===== src/rtl/lane_parity_pkg.sv =====
package lane_parity_pkg;

    // Registered state of the read checker.
    typedef struct packed {
        logic err_n;
    } chk_state_t;

    localparam chk_state_t CHK_RESET = '{err_n: 1'b1};

endpackage


===== src/rtl/lane_parity_xor.sv =====
// Reduction XOR over one lane: high when the count of ones is odd.
module lane_parity_xor #(
    parameter int W = 8
) (
    input  logic [W-1:0] bits_in,
    output logic         odd
);
    assign odd = ^bits_in;
endmodule


===== src/rtl/lane_check_select.sv =====
// Picks which lanes take part in a read check from enables and port width.
module lane_check_select #(
    parameter int LANES      = 4,
    parameter int HALF_LANES = 2
) (
    input  logic [LANES-1:0] byte_en_n,
    input  logic             bus16_n,
    input  logic             bus8_n,
    output logic [LANES-1:0] lane_sel
);
    localparam logic [LANES-1:0] HALF_MASK = LANES'((1 << HALF_LANES) - 1);

    logic [LANES-1:0] enabled;
    logic [LANES-1:0] lowest;
    logic             found;

    assign enabled = ~byte_en_n;

    always_comb begin
        lowest = '0;
        found  = 1'b0;
        for (int i = 0; i < LANES; i++) begin
            if (enabled[i] && !found) begin
                lowest[i] = 1'b1;
                found     = 1'b1;
            end
        end
    end

    always_comb begin
        if (!bus8_n) begin
            lane_sel = lowest;
        end else if (!bus16_n) begin
            lane_sel = enabled & HALF_MASK;
        end else begin
            lane_sel = enabled;
        end
    end
endmodule


===== src/rtl/lane_parity_unit.sv =====
module lane_parity_unit
    import lane_parity_pkg::*;
#(
    parameter int LANE_W     = 8,
    parameter int LANES      = 4,
    parameter int HALF_LANES = 2
) (
    input  logic                    clk,
    input  logic                    rst_n,
    input  logic [LANES*LANE_W-1:0] data_in,
    input  logic [LANES-1:0]        par_in,
    input  logic                    wr_drive,
    output logic [LANES-1:0]        par_out,
    input  logic [LANES-1:0]        byte_en_n,
    input  logic                    bus16_n,
    input  logic                    bus8_n,
    input  logic                    rdy_n,
    output logic                    err_n
);
    localparam int BUS_W = LANES * LANE_W;

    logic [LANES-1:0] wr_odd;
    logic [LANES-1:0] rd_bad;
    logic [LANES-1:0] lane_sel;

    chk_state_t st_d;
    chk_state_t st_q;

    for (genvar g = 0; g < LANES; g++) begin : g_lane
        lane_parity_xor #(.W(LANE_W)) u_gen (
            .bits_in (data_in[g*LANE_W +: LANE_W]),
            .odd     (wr_odd[g])
        );
        lane_parity_xor #(.W(LANE_W + 1)) u_chk (
            .bits_in ({par_in[g], data_in[g*LANE_W +: LANE_W]}),
            .odd     (rd_bad[g])
        );
    end

    lane_check_select #(
        .LANES      (LANES),
        .HALF_LANES (HALF_LANES)
    ) u_sel (
        .byte_en_n (byte_en_n),
        .bus16_n   (bus16_n),
        .bus8_n    (bus8_n),
        .lane_sel  (lane_sel)
    );

    // Write parity shares the cycle of the data itself; quiet when not driving.
    assign par_out = wr_drive ? wr_odd : '0;

    always_comb begin
        st_d       = st_q;
        st_d.err_n = !(!rdy_n && |(rd_bad & lane_sel));
    end

    always_ff @(posedge clk or negedge rst_n) begin
        if (!rst_n) begin
            st_q <= CHK_RESET;
        end else begin
            st_q <= st_d;
        end
    end

    assign err_n = st_q.err_n;
endmodule


===== config.mk =====
export PLATFORM = sky130hd
export DESIGN_NAME = lane_parity_unit
export DESIGN_NICKNAME = d
export VERILOG_FILES = /design/src/rtl/lane_parity_pkg.sv /design/src/rtl/lane_parity_xor.sv /design/src/rtl/lane_check_select.sv /design/src/rtl/lane_parity_unit.sv
export SDC_FILE = /design/constraint.sdc
export NUM_CORES = 1
export LEC_CHECK = 0
export BUFFER_PORTS_ARGS = -buffer_cell sky130_fd_sc_hd__buf_4
export CAP_MARGIN = 15
export CORE_MARGIN = 5
export CORE_UTILIZATION = 32
export DETAILED_ROUTE_END_ITERATION = 8
export PLACE_DENSITY = 0.85
export SLEW_MARGIN = 15
export SYNTH_ARGS = -nofsm -noshare
export SYNTH_HDL_FRONTEND = slang
export SYNTH_SLANG_ARGS = --single-unit

===== constraint.sdc =====
create_clock -name clk -period 0.86 [get_ports clk]
set_input_delay 0.043 -clock clk [delete_from_list [all_inputs] [get_ports clk]]
set_output_delay 0.043 -clock clk [all_outputs]
set_load 0.01 [all_outputs]

==> results_dict.tcl, run 1 <==
set metrics [dict create \
    ios 51 \
    place.gp.congestion 0.659 \
    synth-simple-area-share 0.120 \
    synth_top_family_by_area "XOR/XNOR gates" \
    syn_inst 49 \
    tool.error "[ERROR DPL-0033] detailed placement checks failed during check placement." \
    yosys_warnings 0 \
    place_hpwl_um 1430 \
    flow.stopped_at "clock tree synthesis" \
    yosysSeqAreaShare 0.0588 \
    synth_adder_area_share 0 \
    postCtsSetupRepairBufs 5 \
    synth-compound-area-share 0.0756 \
    outcome "did not finish" \
    synthesis.nets 95 \
    port_buffers 50 \
    ys_seq_elements 1 \
    initial_core_util 0.339 \
    dieHeight_um 47.4 \
    synth_xor_xnor_area_share 0.706 \
    cts.repair.resized 58 \
    synth.area.mux_share 0.0224 \
    die_w_um 47.4 \
    synth.cell_area_um2 447 \
    rows 13 \
    ys_types 17 \
    cts_hold_buf 1 \
    syn_avg_cell_area_um2 9.12 \
]
-- stage by stage --
| stage | util | TNS, ps | std cells | instance area (µm²) | setup WS (ps) |
|---|---|---|---|---|---|
| after detailed placement | 0.704 | -1300 | 121 | 927 | -464 |
| after global placement | 0.704 | -1190 | 121 | 927 | -443 |
| after floorplan | - | -281 | 49 | 480 | -281 |
-- cells by family after synthesis --
| logic type | after synthesis |
|---|---|
| XOR/XNOR | 31 |
| AO/OA/AOI/OAI | 4 |
| flip-flops | 1 |
| AND/OR/NAND/NOR | 10 |
| multiplexers | 1 |
| buffers and inverters | 2 |
-- cells in the mapped netlist --
master,instances,area [µm²]
a211oi_2,1,12.5
a21oi_1,1,5.00
and2_1,2,12.5
dfstp_2,1,26.3
inv_1,2,7.51
mux2i_1,1,10.0
nand2_1,2,7.51
nand2b_1,1,6.26
nand3b_1,1,7.51
nand4b_1,1,8.76
nor2_1,3,11.3
o31ai_1,1,7.51
o32ai_1,1,8.76
xnor2_1,26,228
xnor3_1,1,22.5
xor2_1,2,17.5
xor3_1,2,47.6
==> run 2, diff against run 1 <==
- CORE_AREA: default -> 5 5 66 68
- CORE_MARGIN: 5 -> default
- CORE_UTILIZATION: 32 -> default
- DIE_AREA: default -> 0 0 71 73
- PLACE_DENSITY: 0.85 -> default
- PLACE_DENSITY_LB_ADDON: default -> 0.15
==> results_dict.tcl, run 2 <==
set metrics [dict create \
    outcome "complete, but fails checks" \
    failed_checks "setup timing" \
    dieHeight_um 73 \
    cellPowerDensity_mw_per_mm2 910 \
    syn_to_final_growth_pct 203 \
    fin_area_mm2 0.00136 \
    peakVddDrop_v 0.000331 \
    synth_adder_area_share 0 \
    synth-async-reset-ratio 1.00 \
    drive_gt1_frac 0.794 \
    place.gp.congestion 0.711 \
    via_per_inst 3.50 \
    slew_viol_final 0 \
    grt_pass1_vias 645 \
    syn_inst 49 \
    rsz0062_at_grt "true" \
    place_hpwl_um 1450 \
    synth_common_cells "xnor2_1 (26), nor2_1 (3)" \
    worstSetupStartpointType "input port" \
    worstPathArrival_ps 1150 \
    detail-route-antenna-nets 0 \
    yosys_warnings 0 \
    synth_flop_cell "dfstp_2" \
    path_max_fanout 2 \
    synth.area.mux_share 0.0224 \
    vias 549 \
    die_w_um 71 \
    ios 51 \
    min_path_type "in -> reg" \
    largest_reg_flops 1 \
    critPathCaptureType "register" \
    relSlewSlack 0.836 \
    dr.pass1.iters 2 \
    final_period_minus_worst_setup_slack_ps 1240 \
    yosysSeqAreaShare 0.0588 \
    synth_most_common_cell "xnor2_1" \
    clock.fmax_mhz 809 \
    ys_seq_elements 1 \
    dieArea_mm2 0.00518 \
    grt_first_pass_wirelength_um 2770 \
    rows 23 \
    synth_xor_xnor_area_share 0.706 \
    grt-ovfl-total 0 \
    routed_wl_um 1740 \
    drtIter0Drc 7 \
    synth-simple-area-share 0.120 \
    hold_ws_ps 242 \
    nets 155 \
    num_antenna_cells 0 \
    antenna_found_initial 0 \
    cap_violations 0 \
    fin_ws_ps -376 \
    final_common_cell "buf_6" \
    tightest_slew_ps 244 \
    initial_core_util 0.118 \
    critPathKind "in -> reg" \
    hold_viol_final 0 \
    netlist.area_leader.share 0.510 \
    synth-compound-area-share 0.0756 \
    cts.clk_slew.worst_paths_ps 0 \
    synthesis.nets 95 \
    required_ps 770 \
    layout_common_cells "buf_6 (28), buf_4 (26), xnor2_2 (15), xnor2_4 (7), xnor2_1 (4)" \
    setup_tns_ps -908 \
    drc 0 \
    synth_top_family_by_area "XOR/XNOR gates" \
    synth.area.top_cells "xnor2_1 (51%), xor3_1 (11%), dfstp_2 (5.9%)" \
    synth.cell_area_um2 447 \
    ys_types 17 \
    finalSetupViolations 5 \
    port_buffers 50 \
    synth-edff-count 0 \
    core_mm2 0.00380 \
    track_usage 0.0653 \
    wire_per_inst_um 11.1 \
    place_area_um2 963 \
    syn_avg_cell_area_um2 9.12 \
    p_leak_nw 0.624 \
    grt_max_degree 5 \
    yosysTopAreaCell "xnor2_1" \
    finalCritPeriodShare 1.44 \
]
## run 2: power breakdown
| group | internal, W | switching, W |
|---|---|---|
| Sequential | 0.0000661 | 0.00000263 |
| Combinational | 0.000770 | 0.000394 |
| Clock | 0 | 0 |
## run 2: logic make-up (layout without fill, tap and decap cells)
group,count (synthesis),count (layout)
AND/OR/NAND/NOR,10,10
buffers and inverters,2,60
XOR/XNOR,31,31
multiplexers,1,1
flip-flops,1,1
AO/OA/AOI/OAI,4,4
## run 2: final timing paths
check	from	slack, ps	depth (start not counted)	end
worst max-delay path	data_in[18]	-380	6	err_n
worst min-delay path	rdy_n	240	3	err_n
max in group asynchronous	rst_n	310	2	err_n
min in group asynchronous	rst_n	530	2	err_n
## run 2: area by class of cell
cell class	instances	area (µm²)
Fill cell	400	2440
Timing Repair Buffer	58	566
Multi-Input combinational cell	46	693
Sequential cell	1	26.3
Inverter	2	7.51
Tap cell	50	62.6
## run 2: worst max-delay path: stages
cell	delay, ps
buf_8	100
xnor2_4	130
xnor2_2	190
xnor3_1	360
a211oi_2	220
o31ai_1	100
## run 2: stage by stage
stage	setup slack [ps]	power, W	util	std cells
after floorplan	-281	0.000533	-	49
after global placement	-498	0.000919	0.254	155
after detailed placement	-508	0.000925	0.254	155
after CTS	-404	0.00118	0.332	157
after global routing	-445	0.00132	0.357	157
final	-376	0.00123	0.357	157
## run 2: repair_timing
action / 4_1_cts / 5_1_grt
hold buffers: 1 / 0
setup endpoints to repair: 5 / 5
setup buffers: 2 / 0
gates cloned: 0 / 0
pin swaps: 33 / 16
gates resized for setup: 48 / 16
endpoints found under the hold margin: 1 / 0
## run 2: layer usage
layer / routed length [µm] / up-vias / global-route usage
met3: 171 / 0 / 0.0152
met2: 938 / 36 / 0.132
met1: 627 / 239 / 0.0732
met4: 0 / 0 / 0
li1: - / 274 / -
met5: 0 / - / 0
No activity file was read; power rests on OpenSTA's default activity.
==> run 3, diff against run 2 <==
- ABC_AREA: default -> 1
==> results_dict.tcl, run 3 <==
set metrics [dict create \
    routed_wl_um 2530 \
    rows 23 \
    synth_common_cells "nand2_1 (124), inv_1 (38), nor2_1 (10)" \
    syn_avg_cell_area_um2 4.25 \
    cap_violations 0 \
    clock.fmax_mhz 1020 \
    track_usage 0.0919 \
    cts.clk_slew.worst_paths_ps 0 \
    num_antenna_cells 0 \
    fin_ws_ps -121 \
    grt_pass1_vias 1136 \
    cellPowerDensity_mw_per_mm2 574 \
    syn_inst 201 \
    syn_to_final_growth_pct 94.4 \
    yosysSeqAreaShare 0.0307 \
    vias 1254 \
    initial_core_util 0.225 \
    synthesis.nets 247 \
    antenna_found_initial 0 \
    synth_flop_cell "dfstp_2" \
    synth-edff-count 0 \
    synth_most_common_cell "nand2_1" \
    tightest_slew_ps 297 \
    p_leak_nw 1.00 \
    synth.area.top_cells "nand2_1 (54%), inv_1 (17%), nor2_1 (4.4%)" \
    finalCritPeriodShare 1.14 \
    drc 0 \
    min_from "rdy_n" \
    critPathKind "in -> reg" \
    nets 303 \
    via_per_inst 4.11 \
    worstPathArrival_ps 910 \
    netlist.area_leader.share 0.545 \
    place_hpwl_um 2090 \
    relSlewSlack 0.800 \
    grt-ovfl-total 0 \
    yosysTopAreaCell "nand2_1" \
    required_ps 790 \
    min_path_type "in -> reg" \
    path_max_fanout 3 \
    worstSetupStartpointType "input port" \
    fin_area_mm2 0.00166 \
    core_mm2 0.00380 \
    hold_viol_final 0 \
    drive_gt1_frac 0.522 \
    outcome "complete, but fails checks" \
    grt_max_degree 5 \
    setup_tns_ps -345 \
    ys_types 15 \
    final_period_minus_worst_setup_slack_ps 981 \
    grt_first_pass_wirelength_um 4230 \
    wire_per_inst_um 8.29 \
    holdPathEnd "err_n" \
    place.gp.congestion 0.760 \
    place_area_mm2 0.00130 \
    failed_checks "setup timing" \
    dr.pass1.iters 5 \
    hold_depth 3 \
    slew_viol_final 0 \
    final_common_cell "nand2_1" \
    post-place-ws_ps -161 \
    largest_reg_flops 1 \
    detail-route-antenna-nets 0 \
    synth.cell_area_um2 855 \
    finalSetupViolations 3 \
    dieHeight_um 73 \
    rsz0062_at_grt "true" \
    synth-async-reset-ratio 1.00 \
    dieArea_mm2 0.00518 \
    ios 51 \
    port_buffers 50 \
    yosys_warnings 0 \
    drtIter0Drc 16 \
    layout_common_cells "nand2_1 (89), nand2_2 (35), buf_4 (34), inv_1 (20), inv_2 (17)" \
    die_w_um 71 \
    ys_seq_elements 1 \
    peakVddDrop_v 0.000251 \
    critPathCaptureType "register" \
]
## run 3: cell families after synthesis
group | after synthesis | share of synthesized area
compound gates | 7 | 0.0454
xor+xnor | 6 | 0.0615
buf+inv | 38 | 0.167
flops | 1 | 0.0308
simple gates | 149 | 0.695
## run 3: what timing repair did
action                                  4_1_cts  5_1_grt
endpoints found under the setup margin        5        5
pin swaps                                    43       58
endpoints found under the hold margin         1        0
hold buffers                                  1        0
setup buffers                                 0        2
resized for setup                            42       66
## run 3: critical path, cell delays in order
cell	delay, ps
buf_8	100
nand2_4	60
inv_2	40
nor2_4	100
nand2_1	60
nand2_1	80
nand2_2	60
nand2_1	60
nand2_1	50
nand3_1	60
nand2_1	70
o21ai_2	130
## run 3: power breakdown
group	switching (W)	leakage, nW	internal [W]
logic	0.000442	0.989	0.000452
registers	0.00000159	0.0105	0.0000579
clock network	0	0	0
## run 3: worst max-delay path by stage
stage,depth (start not counted),slack (ps),end,from
floorplan,11,50,err_n,data_in[15]
global placement,12,-140,err_n,data_in[16]
detailed placement,12,-160,err_n,data_in[16]
CTS,13,-120,err_n,data_in[17]
global route,12,-220,err_n,data_in[12]
finish,12,-120,err_n,data_in[25]
## run 3: layout make-up
| cell class | count | area (µm²) |
|---|---|---|
| Timing Repair Buffer | 54 | 498 |
| Multi-Input combinational cell | 162 | 930 |
| Fill cell | 427 | 2140 |
| Inverter | 38 | 145 |
| Sequential cell | 1 | 26.3 |
| Tap cell | 50 | 62.6 |
## run 3: through the flow
| stage | instances | hold slack (ps) | utilization | power, W |
|---|---|---|---|---|
| after global routing | 305 | 252 | 0.437 | 0.00106 |
| after detailed placement | 302 | -22.4 | 0.342 | 0.000730 |
| after global placement | 302 | -22.2 | 0.342 | 0.000727 |
| final | 305 | 236 | 0.437 | 0.000954 |
| after CTS | 303 | 237 | 0.385 | 0.000829 |
| after floorplan | 201 | -105 | - | 0.000439 |
## run 3: metal layers
metal / routed length [µm] / GRT usage / vias up
met5: 0 / 0 / -
met4: 0 / 0 / 0
met3: 157 / 0.0110 / 0
met2: 1260 / 0.176 / 31
met1: 1110 / 0.117 / 530
li1: - / - / 693
==> run 4, diff against run 3 <==
==> constraint.sdc (replaced) <==
create_clock -name clk -period 0.86 [get_ports clk]
set_input_delay 0.043 -clock clk [delete_from_list [all_inputs] [get_ports clk]]
set_output_delay 0.043 -clock clk [all_outputs]
set_load 0.1 [all_outputs]
==> results_dict.tcl, run 4 (synthesis results as in run 3) <==
set metrics [dict create \
    grt_pass1_vias 1059 \
    vias 1215 \
    dieHeight_um 73 \
    track_usage 0.0847 \
    hold_ws_ps 237 \
    place.gp.congestion 0.697 \
    tightest_slew_ps 371 \
    syn_to_final_growth_pct 114 \
    rsz0062_at_grt "true" \
    min_path_type "in -> reg" \
    finalSetupViolations 5 \
    dr.pass1.iters 4 \
    routed_wl_um 2460 \
    antenna_found_initial 0 \
    detail-route-antenna-nets 0 \
    grt_first_pass_wirelength_um 3880 \
    outcome "complete, but fails checks" \
    rows 23 \
    slew_viol_final 0 \
    grtUsageMet1 0.111 \
    relSlewSlack 0.753 \
    nets 300 \
    critPathCaptureType "register" \
    grt-ovfl-total 0 \
    grt_max_degree 5 \
    use_met2 0.158 \
    use_met3 0.0110 \
    cts.clk_slew.worst_paths_ps 0 \
    worstPathArrival_ps 940 \
    drtIter0Drc 15 \
    dieArea_mm2 0.00518 \
    initial_core_util 0.225 \
    final_cell_count_no_fill 302 \
    fin_ws_ps -145 \
    cellPowerDensity_mw_per_mm2 689 \
    drc 0 \
    path_max_fanout 3 \
    clock.fmax_mhz 995 \
    failed_checks "setup timing" \
    largest_reg_flops 1 \
    num_antenna_cells 0 \
    ios 51 \
    final_common_cell "nand2_1" \
    place_hpwl_um 2070 \
    layout_common_cells "nand2_1 (80), nand2_2 (39), buf_6 (21), buf_4 (19), inv_2 (18)" \
    peakVddDrop_v 0.000252 \
    wire_per_inst_um 8.15 \
    port_buffers 50 \
    final_period_minus_worst_setup_slack_ps 1010 \
    cap_violations 0 \
    p_leak_nw 1.03 \
    placed_cells 301 \
    place_area_mm2 0.00146 \
    critPathKind "in -> reg" \
    hold_viol_final 0 \
    worstSetupStartpointType "input port" \
    required_ps 790 \
    die_w_um 71 \
    finalCritPeriodShare 1.17 \
    via_per_inst 4.02 \
    core_mm2 0.00380 \
    drive_gt1_frac 0.571 \
    fin_area_mm2 0.00183 \
    top_usage_layer "met2" \
]
run 4: critical path, stage by stage:
cell and delay [ps]:
buf_12 110, nor2_1 180, nor2_4 60, nand2_1 60
nand2_1 60, nand2_2 100, nand3_2 90, nand3_2 80
nand2_2 60, o21ai_2 100
run 4: what timing repair did:
action                                  4_1_cts  5_1_grt
hold buffers                                  1        0
pin swaps                                    33       62
hold endpoints to repair                      1        0
endpoints found under the setup margin        6        5
buffers inserted                              0        0
cloned                                        0        0
resized for setup                            41       76
run 4: layer usage:
| metal | vias to the layer above | wire length (µm) |
|---|---|---|
| met4 | 0 | 0 |
| li1 | 688 | - |
| met2 | 30 | 1160 |
| met3 | 0 | 171 |
| met1 | 497 | 1130 |
| met5 | - | 0 |
run 4: final timing paths:
kind | startpoint | end | slack (ps) | depth (start not counted)
max in group asynchronous | rst_n | err_n | 310 | 2
setup / recovery | data_in[5] | err_n | -150 | 10
min in group asynchronous | rst_n | err_n | 530 | 2
hold / removal | rdy_n | err_n | 240 | 3
run 4: report_power, final:
group	switching, W	internal, W	total [W]
Sequential	0.00000276	0.0000618	0.0000646
Combinational	0.000663	0.000533	0.00120
Clock	0	0	0
run 4: metrics by stage:
stage          setup TNS, ps  setup WS (ps)  total power, W  utilization
2_1_floorplan           -673           -178        0.000702            -
3_3_place_gp           -1110           -237         0.00101        0.384
3_5_place_dp           -1150           -239         0.00102        0.384
4_1_cts                 -592           -154         0.00114        0.427
5_1_grt                 -809           -222         0.00136        0.482
6_report                -494           -145         0.00126        0.482
run 4: area by class of cell:
cell class,count,area [µm²]
flip-flops and latches,1,30.0
inverters,38,160
repair buffers,51,569
well taps,50,62.6
fillers,398,1970
multi-input cells,162,1010
